$ cat src/rtl/utx_pkg.sv
// Package: shared constants and frame-length helper for the buffered
// serial transmitter. Assumes at most 9 data bits and 2 stop bits.
package utx_pkg;
    localparam int MAX_DATA = 9;
    localparam int MAX_STOP = 2;
    localparam int FRAME_W  = 1 + MAX_DATA + MAX_STOP;
    localparam int POS_W    = $clog2(FRAME_W + 1);

    // Number of bit periods in one frame for the given settings.
    function automatic logic [POS_W-1:0] frame_len(input logic nine, input logic two);
        logic [POS_W-1:0] n;
        n = POS_W'(1 + 8 + 1);
        if (nine) n = n + POS_W'(1);
        if (two)  n = n + POS_W'(1);
        return n;
    endfunction
endpackage

$ cat src/rtl/utx_baud.sv
// Module: bit-period counter. Counts clock cycles while a frame is on the
// line and pulses 'tick' on the last cycle of each bit. A restart puts the
// count back to zero, so every frame starts on a clean bit boundary.
// Assumes cfg_div stays constant while a frame is in flight.
module utx_baud #(
    parameter int DIV_W = 16
) (
    input  logic             clk,
    input  logic             rst_n,
    input  logic [DIV_W-1:0] cfg_div,
    input  logic             run,
    input  logic             restart,
    output logic             tick,
    output logic             second_half
);
    localparam int HW = DIV_W + 1;

    logic [DIV_W-1:0] bcnt;
    logic [HW-1:0]    half;

    assign tick        = run && (bcnt == cfg_div);
    assign half        = ({1'b0, cfg_div} + HW'(1)) >> 1;
    assign second_half = ({1'b0, bcnt} >= half);

    // Advance the in-bit cycle count, wrapping at the divider value.
    always_ff @(posedge clk) begin
        if (!rst_n)              bcnt <= '0;
        else if (!run || restart) bcnt <= '0;
        else if (tick)           bcnt <= '0;
        else                     bcnt <= bcnt + DIV_W'(1);
    end


    cnt_range_chk: assert property (@(posedge clk) disable iff (!rst_n)
        (run && !restart) |-> (bcnt <= cfg_div));
endmodule

$ cat src/rtl/utx_hold.sv
// Module: holding register and the two status flags. A write fills the
// holding register. A load by the shifter empties it. tx_done is set by
// the shifter's finish strobe and cleared by a write or an explicit clear.
// Assumes load is only asserted while the register is full.
module utx_hold #(
    parameter int DATA_W = 9
) (
    input  logic              clk,
    input  logic              rst_n,
    input  logic              wr_en,
    input  logic [DATA_W-1:0] wr_data,
    input  logic              load,
    input  logic              tc_clr,
    input  logic              done_set,
    output logic [DATA_W-1:0] hold_q,
    output logic              buf_empty,
    output logic              tx_done
);
    // Capture written data; a write has priority over emptying.
    always_ff @(posedge clk) begin
        if (!rst_n) begin
            hold_q    <= '0;
            buf_empty <= 1'b1;
        end else if (wr_en) begin
            hold_q    <= wr_data;
            buf_empty <= 1'b0;
        end else if (load) begin
            buf_empty <= 1'b1;
        end
    end

    // Transmission-complete flag; a clear wins over a set.
    always_ff @(posedge clk) begin
        if (!rst_n)                tx_done <= 1'b1;
        else if (wr_en || tc_clr)  tx_done <= 1'b0;
        else if (done_set)         tx_done <= 1'b1;
    end


    wr_clears_chk: assert property (@(posedge clk) disable iff (!rst_n)
        wr_en |=> (!buf_empty && !tx_done));

    empty_rise_chk: assert property (@(posedge clk) disable iff (!rst_n)
        $rose(buf_empty) |-> $past(load));
endmodule

$ cat src/rtl/utx_shifter.sv
// Module: frame shifter and sequencing. It sends the idle period after
// enable, loads held characters (chaining onto the last tick of a frame),
// shifts bits out LSB first, and marks data-bit windows for the clock pin.
// Assumes tick comes from a counter restarted on every load.
module utx_shifter
    import utx_pkg::*;
#(
    parameter int DATA_W = 9
) (
    input  logic              clk,
    input  logic              rst_n,
    input  logic              tx_en,
    input  logic              cfg_nine,
    input  logic              cfg_two_stop,
    input  logic              tick,
    input  logic              second_half,
    input  logic [DATA_W-1:0] hold_q,
    input  logic              buf_empty,
    output logic              busy,
    output logic              load_any,
    output logic              load_data,
    output logic              done_set,
    output logic              tx,
    output logic              ck
);
    logic [FRAME_W-1:0] sr;
    logic [POS_W-1:0]   pos, len_q;
    logic               idle_fr, nine_q, en_q, pend_idle;
    logic               last, can_load, load_idle, data_bit;
    logic [FRAME_W-1:0] frame_img;

    assign last      = tx_en && busy && tick && (pos == len_q - POS_W'(1));
    assign can_load  = tx_en && en_q && (!busy || last);
    assign load_idle = can_load && pend_idle;
    assign load_data = can_load && !pend_idle && !buf_empty;
    assign load_any  = load_idle || load_data;
    assign done_set  = last && !load_any;

    // Build the frame image: start bit at bit 0, then data, then high fill.
    always_comb begin
        frame_img            = '1;
        frame_img[0]         = 1'b0;
        frame_img[8:1]       = hold_q[7:0];
        frame_img[9]         = cfg_nine ? hold_q[8] : 1'b1;
    end

    // Sequence frames: idle request, load, shift on tick, abort on disable.
    always_ff @(posedge clk) begin
        if (!rst_n) begin
            sr <= '1; busy <= 1'b0; pos <= '0; len_q <= '0;
            idle_fr <= 1'b0; nine_q <= 1'b0; en_q <= 1'b0; pend_idle <= 1'b0;
        end else begin
            en_q <= tx_en;
            if (!tx_en) begin
                sr <= '1; busy <= 1'b0; pos <= '0; pend_idle <= 1'b0;
            end else begin
                if (!en_q)          pend_idle <= 1'b1;
                else if (load_idle) pend_idle <= 1'b0;
                if (load_any) begin
                    busy    <= 1'b1;
                    pos     <= '0;
                    idle_fr <= load_idle;
                    nine_q  <= cfg_nine;
                    len_q   <= frame_len(cfg_nine, cfg_two_stop);
                    sr      <= load_idle ? '1 : frame_img;
                end else if (busy && tick) begin
                    if (last) busy <= 1'b0;
                    pos <= pos + POS_W'(1);
                    sr  <= {1'b1, sr[FRAME_W-1:1]};
                end
            end
        end
    end

    assign data_bit = busy && !idle_fr && (pos != '0) &&
                      (pos <= (nine_q ? POS_W'(9) : POS_W'(8)));
    assign ck = data_bit && second_half;
    assign tx = sr[0];


    start_low_chk: assert property (@(posedge clk) disable iff (!rst_n)
        load_data |=> !tx);

    idle_high_chk: assert property (@(posedge clk) disable iff (!rst_n)
        load_idle |=> tx);

    load_full_chk: assert property (@(posedge clk) disable iff (!rst_n)
        load_data |-> !buf_empty);
endmodule

$ cat src/rtl/usart_tx_dbuf.sv
// Module: top of the buffered serial transmitter. It wires the holding
// register, the frame shifter and the bit-period counter together and
// forms the interrupt. Assumes wr_en and tc_clr are one-cycle strobes.
module usart_tx_dbuf
    import utx_pkg::*;
#(
    parameter int DIV_W = 16
) (
    input  logic             clk,
    input  logic             rst_n,
    input  logic [DIV_W-1:0] cfg_div,
    input  logic             cfg_nine,
    input  logic             cfg_two_stop,
    input  logic             tx_en,
    input  logic             bufe_ie,
    input  logic             wr_en,
    input  logic [8:0]       wr_data,
    input  logic             tc_clr,
    output logic             tx,
    output logic             ck,
    output logic             buf_empty,
    output logic             tx_done,
    output logic             irq
);
    logic [MAX_DATA-1:0] hold_q;
    logic busy, load_any, load_data, done_set, tick, second_half;

    utx_hold #(.DATA_W(MAX_DATA)) u_hold (
        .clk(clk), .rst_n(rst_n), .wr_en(wr_en), .wr_data(wr_data),
        .load(load_data), .tc_clr(tc_clr), .done_set(done_set),
        .hold_q(hold_q), .buf_empty(buf_empty), .tx_done(tx_done));

    utx_shifter #(.DATA_W(MAX_DATA)) u_shift (
        .clk(clk), .rst_n(rst_n), .tx_en(tx_en), .cfg_nine(cfg_nine),
        .cfg_two_stop(cfg_two_stop), .tick(tick), .second_half(second_half),
        .hold_q(hold_q), .buf_empty(buf_empty), .busy(busy),
        .load_any(load_any), .load_data(load_data), .done_set(done_set),
        .tx(tx), .ck(ck));

    utx_baud #(.DIV_W(DIV_W)) u_baud (
        .clk(clk), .rst_n(rst_n), .cfg_div(cfg_div), .run(busy),
        .restart(load_any), .tick(tick), .second_half(second_half));

    assign irq = buf_empty && bufe_ie;


    done_idle_chk: assert property (@(posedge clk) disable iff (!rst_n)
        $rose(tx_done) |-> tx);

    ck_frame_chk: assert property (@(posedge clk) disable iff (!rst_n)
        ck |-> (busy && !tx_done));
endmodule

$ cat config.mk
export PLATFORM = sky130hd
export DESIGN_NAME = usart_tx_dbuf
export DESIGN_NICKNAME = d
export VERILOG_FILES = /design/src/rtl/utx_pkg.sv /design/src/rtl/utx_baud.sv /design/src/rtl/utx_hold.sv /design/src/rtl/utx_shifter.sv /design/src/rtl/usart_tx_dbuf.sv
export SDC_FILE = /design/constraint.sdc
export NUM_CORES = 1
export LEC_CHECK = 0
export BUFFER_PORTS_ARGS = -buffer_cell sky130_fd_sc_hd__buf_2
export CORE_UTILIZATION = 58
export CTS_CLUSTER_SIZE = 24
export DETAILED_ROUTE_END_ITERATION = 10
export PLACE_DENSITY = 0.91
export SLEW_MARGIN = 20
export SYNTH_ARGS = -nofsm -noshare
export SYNTH_HDL_FRONTEND = slang
export SYNTH_SLANG_ARGS = --single-unit
export TNS_END_PERCENT = 1
$ cat constraint.sdc
create_clock -name clk -period 2.6 [get_ports clk]
set_input_delay 0.26 -clock clk [delete_from_list [all_inputs] [get_ports clk]]
set_output_delay 0.26 -clock clk [all_outputs]
set_load 0.005 [all_outputs]
==> results of run 1 <==
==> how the worst min path moves through the flow <==
stage,startpoint,cells after the start,endpoint
6_report,tc_clr,2,u_hold.tx_done
5_1_grt,tc_clr,2,u_hold.tx_done
4_1_cts,tc_clr,2,u_hold.tx_done
3_5_place_dp,tc_clr,2,u_hold.tx_done
3_3_place_gp,u_shift.sr[1],2,u_shift.sr[1]
2_1_floorplan,tc_clr,1,u_hold.tx_done
==> metrics by stage <==
step / util / area [um2] / hold slack [ps]
after CTS: 0.723 / 3690 / 129
after global placement: 0.694 / 3540 / 453
final: 0.751 / 3830 / 139
after detailed placement: 0.694 / 3540 / 459
after global routing: 0.751 / 3830 / 129
after floorplan: - / 3090 / 362
==> cells in the mapped netlist, drive strengths merged (2+ instances only) <==
cell and n:
a21oi 11, o31ai 4, dfxtp 50, clkbuf 4
nor2 42, or2 2, xnor2 34, nand2 32
nand4 11, o32a 5, inv 9, and3 5
buf 4, a22o 5, a21o 6, nor4 2
or3 3, o21ai 14, ha 24, nand3 26
o21a 2, mux2i 12, xor2 17, nor3 3
nor2b 14
==> what timing repair did <==
| item | in CTS | in global routing |
|---|---|---|
| resized for setup | 4 | 28 |
| setup buffers | 0 | 3 |
| pin swaps | 1 | 16 |
| setup endpoints to repair | 1 | 7 |
==> metal layers <==
| metal | global-route usage | wire length [um] | vias up |
|---|---|---|---|
| li1 | - | - | 1385 |
| met1 | 0.356 | 3340 | 1373 |
| met2 | 0.481 | 4080 | 167 |
| met3 | 0.0495 | 476 | 41 |
| met4 | 0.140 | 329 | 0 |
| met5 | 0 | 0 | - |
==> worst max-delay path: cells and delay by family <==
kind / cells / cell delay, ps
adders and majority gates: 1 / 260
xor gates and xnor gates: 1 / 110
AOI/OAI and AO/OA: 5 / 800
and+or+nand+nor: 4 / 720
buffers and inverters: 2 / 210
==> final cells by class <==
cell class                      count  area [um2]  share of cell area
Clock buffer                        5        68.8              0.0180
Clock inverter                      3        68.8              0.0180
Inverter                            9        33.8             0.00881
Multi-Input combinational cell    289        2100               0.548
Sequential cell                    50        1000               0.261
Tap cell                           70        87.6              0.0228
Timing Repair Buffer               69         473               0.123
==> power by group <==
part / switching [mW] / internal, mW / total (mW) / leakage (nW)
Combinational: 0.100 / 0.0978 / 0.198 / 1.08
Clock: 0.260 / 0.385 / 0.645 / 0.0683
Sequential: 0.0152 / 0.781 / 0.796 / 0.407
==> registers in the layout (all words and copies together), names as in the netlist <==
| name | count |
|---|---|
| u_baud.bcnt | 16 |
| u_shift.sr | 10 |
| u_hold.hold_q | 9 |
| u_shift.len_q | 4 |
| u_shift.pos | 4 |
| u_hold.buf_empty | 1 |
| u_hold.tx_done | 1 |
| u_shift.busy | 1 |
| u_shift.en_q | 1 |
| u_shift.idle_fr | 1 |
| u_shift.nine_q | 1 |
| u_shift.pend_idle | 1 |
==> logic make-up (layout without fill, tap and decap cells) <==
kind of cell             after synthesis  in the layout  share of synthesized area
AND/OR/NAND/NOR                      145            145                      0.234
adder cells (fa/ha/maj)               24             24                     0.0973
multiplexers                          12             12                     0.0389
XOR/XNOR                              52             52                      0.152
flip-flops                            50             50                      0.324
buffers and inverters                 17             86                     0.0259
AO/OA/AOI/OAI                         56             56                      0.128
==> key figures, run 1 <==
STA
  – Worst Skew: ~9.6 ps
  – Post-layout minimum cycle time: roughly 2600 ps
  – Normalized max-slew margin: 0.664
  – Slew Viols, Final: 0
  – Final WS setup: -35.7 ps
  – Unrepaired setup endpoints after global routing: true
  – Final Setup Violations: 1
  – Worst-Margin Slew: roughly 500 ps
  – Final Hold Viols: 0
  – Final setup TNS: -35.7 ps
  – Achievable frequency: 0.379 GHz
  – Crit share post-route: 1.01

Layout
  – Diodes inserted: 0
  – Final nets: ~480
  – Share of layout cells above drive strength 1: 0.235
  – Final Non-Filler Cells: about 500
  – Commonest non-fill, non-tap cell in the layout: dfxtp_1
  – Fill cells: 344
  – Commonest cells after routing, fill and taps aside: 49 x dfxtp_1, 38 x nor2_1, 33 x xnor2_1
  – Area growth syn-to-layout: 24.2%

Synthesis
  – Post-synth net total: 413
  – Synth top area share: 0.324
  – Dominant synthesized flop cell: dfxtp_1
  – Average footprint of a synthesized cell: roughly 8.7 um2
  – Ranking of synthesized cells by area: dfxtp_1 32%, ha_1 9.7%, xnor2_1 9.6%
  – Sequential area share after synthesis: 0.324
  – Synth unique cells: 49
  – Ys Warns: 0
  – EDFF count, synth: 0
  – Mapped Area: 3090 um2
  – Flops & latches, synth: 50
  – Biggest area consumer among synthesized cells: dfxtp_1
  – Asr flop ratio synth: 0
  – Cells after synthesis: roughly 360

Power
  – Pleak: between 1.5 and 2 nW
  – Power density over the cells: 428 nW/um2
  – Tot Pwr: 1.64 mW
  – Maximum VDD drop: 0.000354 V

Floorplan
  – Core area: between 5000 and 6000 um2
  – Num rows: 26
  – Die span in y: roughly 75 um
  – Die W: 75.0 um
  – I/O pin count: 38
  – Starting Density: 0.604
  – Die Footprint: ~5600 um2

Critical path
  – FF-to-FF Start: u_baud.bcnt[13]
  – End point of the critical path: ck
  – Setup crit end kind: primary output
  – Slowest-stage cell, CP: or2_4
  – Critical-path cell list: buf_2 -> nand4_1 -> or2_4 -> nor2_4 -> xnor2_2 -> ha_1 -> a21o_1 -> a21o_1 -> a21oi_1 -> nor2_1 -> a211oi_2 -> a21oi_2 -> buf_2
  – Reg2reg end: u_shift.sr[6]
  – Arrival time worst endpoint: around 2400 ps
  – Largest stage delay on the critical path: about 340 ps
  – Crit path max fanout: 4
  – Flop-to-flop setup slack: about 100 ps
  – Worst setup startpoint: cfg_div[6]
  – Reg2reg path depth: 7
  – Worst Setup Path Type: in2out
  – Worst endpoint required time: around 2300 ps
  – CP Launch Type: input port

Clock tree
  – H-tree Lvls: 2
  – CTS tree: done
  – Clock Path Buffers: 2
  – Clock Latency Late Sink: around 310 ps
  – Hold-fix buffer count after cts: 0
  – Inserted Clock Buffers: 5
  – Sink Count: 50
  – Clock transition at path regs: about 90 ps
  – Root buffer cell: clkbuf_8

Detailed routing
  – Post-DRT Antenna Nets: 0
  – Initial DRC count: 220
  – Via density per instance: about 6
  – Vias: roughly 3000
  – Detailed Routing Iterations Pass 1: 6
  – Per-cell routed wire length: 16.6 um
  – Drt drc: 0
  – DRT Wirelength: between 8000 and 9000 um

Global routing
  – GRT Util Overall: 0.287
  – Largest net degree at the start of global routing: 20
  – Total congestion overflow: 0
  – Initial antenna violation count: 0
  – Number of global-route vias before repair: approximately 2600
  – First-pass GRT wire length: between 10000 and 15000 um

Status
  – Outcome: finished with violations
  – Violated checks: negative setup slack

Placement
  – PortBufs: 37
  – Dpl hpwl: ~5800 um
  – Pre-CTS WS: -111 ps
  – Cell Count Post-Placement: between 400 and 500
  – Routability cong.: around 0.92

Worst hold path
  – Worst hold path class: in2reg

Flow run
  – Max Cap Viol: 0
(Power assumes the default switching activity.)
==> run 2: changes to the inputs <==
--- a/config.mk
+++ b/config.mk
@@ -6,6 +6,7 @@
 export NUM_CORES = 1
 export LEC_CHECK = 0
 export BUFFER_PORTS_ARGS = -buffer_cell sky130_fd_sc_hd__buf_2
+export CORE_ASPECT_RATIO = 0.9
 export CORE_UTILIZATION = 58
 export CTS_CLUSTER_SIZE = 24
 export DETAILED_ROUTE_END_ITERATION = 10
==> key figures, run 2 (synthesis results as in run 1) <==
Status
  – Violated checks: negative setup slack
  – Outcome: finished with violations

Floorplan
  – Starting Density: 0.619 (+0.0149)
  – Die Footprint: 5620 um2 (about the same)
  – Num rows: 24 (-7.7%)
  – Die span in y: 71.2 um (-5.0%)
  – I/O pin count: 38 (unchanged)
  – Die W: 78.9 um (+5.3%)
  – Core area: 4980 um2 (-2.4%)

Clock tree
  – Root buffer cell: clkbuf_8
  – Hold-fix buffer count after cts: 0 (unchanged)
  – Clock Path Buffers: 2 (unchanged)
  – CTS tree: done
  – Clock transition at path regs: 90 ps (about the same)
  – Inserted Clock Buffers: 5 (unchanged)
  – Clock Latency Late Sink: 310 ps (about the same)
  – H-tree Lvls: 2 (unchanged)
  – Sink Count: 50 (unchanged)

STA
  – Worst-Margin Slew: 538 ps (+33.5 ps)
  – Unrepaired setup endpoints after global routing: true
  – Slew Viols, Final: 0 (unchanged)
  – Final Hold Viols: 0 (unchanged)
  – Final WS setup: -92.6 ps (-56.9 ps)
  – Post-layout minimum cycle time: 2690 ps (+56.9 ps)
  – Final Setup Violations: 1 (unchanged)
  – Crit share post-route: 1.04 (+0.0219)
  – Worst hold margin: 141 ps (+2.45 ps)
  – Normalized max-slew margin: 0.642 (-0.0223)
  – Achievable frequency: 0.371 GHz (-2.1%)
  – Worst Skew: 5.50 ps (-4.08 ps)

Critical path
  – End point of the critical path: ck
  – Reg2reg path depth: 7 (unchanged)
  – CP Launch Type: input port
  – FF-to-FF Start: u_baud.bcnt[13]
  – Crit path max fanout: 4 (unchanged)
  – Flop-to-flop setup slack: 100 ps (about the same)
  – Arrival time worst endpoint: 2430 ps (+50 ps)
  – Setup crit end kind: primary output
  – Reg2reg end: u_shift.sr[8]
  – Worst endpoint required time: 2340 ps (about the same)
  – Worst Setup Path Type: in2out
  – Worst setup startpoint: cfg_div[1]

Flow run
  – Max Cap Viol: 0 (unchanged)

Global routing
  – Met3 Usage GRT: 0.0632 (+0.0137)
  – Met2 usage: 0.476 (-0.00515)
  – Number of global-route vias before repair: 2807 (+6.0%)
  – GRT Util Overall: 0.289 (+0.00179)
  – Total congestion overflow: 0 (unchanged)
  – Initial antenna violation count: 0 (unchanged)
  – First-pass GRT wire length: 12700 um (+4.4%)
  – Peak-usage layer in the global routing report: met2
  – Largest net degree at the start of global routing: 20 (unchanged)
  – M1 GR Usage: 0.377 (+0.0205)

Layout
  – Fill cells: 353 (+2.6%)
  – Max FFs per register: 16 (unchanged)
  – Biggest register: u_baud.bcnt
  – Area occupied by registers: 1000 um2 (unchanged)
  – Diodes inserted: 0 (unchanged)
  – Share of layout cells above drive strength 1: 0.227 (-0.00834)
  – Commonest cells after routing, fill and taps aside: 49 x dfxtp_1, 39 x nor2_1, 34 x buf_2
  – Top Registers: u_baud.bcnt x16, u_shift.sr x10, u_hold.hold_q x9
  – Commonest non-fill, non-tap cell in the layout: dfxtp_1
  – Fin util: 0.754 (+0.00315)
  – Area growth syn-to-layout: 21.7%
  – Area occupied by multi-input gates: 2090 um2 (-0.36%)
  – Final nets: 479 (-0.42%)
  – Final Non-Filler Cells: 488 (-1.4%)

Power
  – Tot Pwr: 1.47 mW (-11%)
  – Pleak: 1.52 nW (-2.1%)
  – Maximum VDD drop: 0.000324 V (-8.7%)
  – Power density over the cells: 390 nW/um2 (-8.8%)

Placement
  – Routability cong.: 0.923 (about the same)
  – Cell Count Post-Placement: 476 (-1.7%)
  – PortBufs: 37 (unchanged)
  – Pre-CTS WS: -318 ps (-207 ps)
  – Dpl hpwl: 5770 um (-0.52%)

Detailed routing
  – Post-DRT Antenna Nets: 0 (unchanged)
  – Per-cell routed wire length: 16.3 um (-1.8%)
  – Initial DRC count: 298 (+35%)
  – Detailed Routing Iterations Pass 1: 5 (-1)
  – Via density per instance: 5.93 (-0.96%)
  – DRT Wirelength: 7970 um (-3.2%)
  – Drt drc: 0 (unchanged)
  – Vias: 2896 (-2.4%)

Worst hold path
  – Worst hold path class: in2reg
[run 2: cell count changes in the layout (fill, tap and decap cells not counted), sizes merged]
cell | before | now
buf | 69 | 66
clkbuf | 5 | 7
clkinvlp | 0 | 1
bufinv | 2 | 0
[run 2: per-stage QoR]
step	setup TNS (ps)	area, um2
floorplan	0	3090
global placement	-169	3510
detailed placement	-318	3510
CTS	0	3670
global route	-190	3760
finish	-92.6	3760
[run 2: per-layer routing]
layer  up-vias  wire length (um)
met1      1362              3510
li1       1382                 -
met4         0               141
met2       130              3800
met5         -                 0
met3        22               511
[run 2: layout make-up]
class / instances / area share
sequential: 50 / 0.267
timing repair buffer: 67 / 0.121
clock buffer: 6 / 0.0220
multi-input combinational: 289 / 0.557
tap: 65 / 0.0216
clock inverter: 2 / 0.00333
inverter: 9 / 0.00899
[run 2: critical path, cell delays in order]
cell     delay, ps
buf_8           80
buf_6          100
nand4_1        150
nor2_2         240
buf_4          150
nand2_2         40
xor2_1         140
ha_1           290
nand4_1        150
nor2_1         160
o21ai_1        100
a211o_1        300
a21oi_2        150
buf_2          120
[run 2: where the power goes]
| part | internal [mW] | leakage [nW] | total (mW) | switching, mW |
|---|---|---|---|---|
| combinational | 0.0993 | 1.06 | 0.202 | 0.103 |
| sequential | 0.781 | 0.407 | 0.795 | 0.0139 |
| clock | 0.214 | 0.0472 | 0.468 | 0.254 |
[run 2: how the worst min path moves through the flow]
stage / slack [ps] / to / start / cells after the start
global placement: 450 / u_shift.sr[2] / u_shift.sr[2] / 2
CTS: 130 / u_hold.tx_done / tc_clr / 2
global route: 140 / u_hold.tx_done / tc_clr / 2
detailed placement: 460 / u_hold.tx_done / tc_clr / 2
finish: 140 / u_hold.tx_done / tc_clr / 2
floorplan: 360 / u_hold.tx_done / tc_clr / 1
[run 2: timing repair]
action | CTS | global route
gates cloned | 0 | 0
setup buffers | 1 | 3
pin swaps | 10 | 13
setup endpoints to repair | 1 | 8
gates resized for setup | 12 | 16
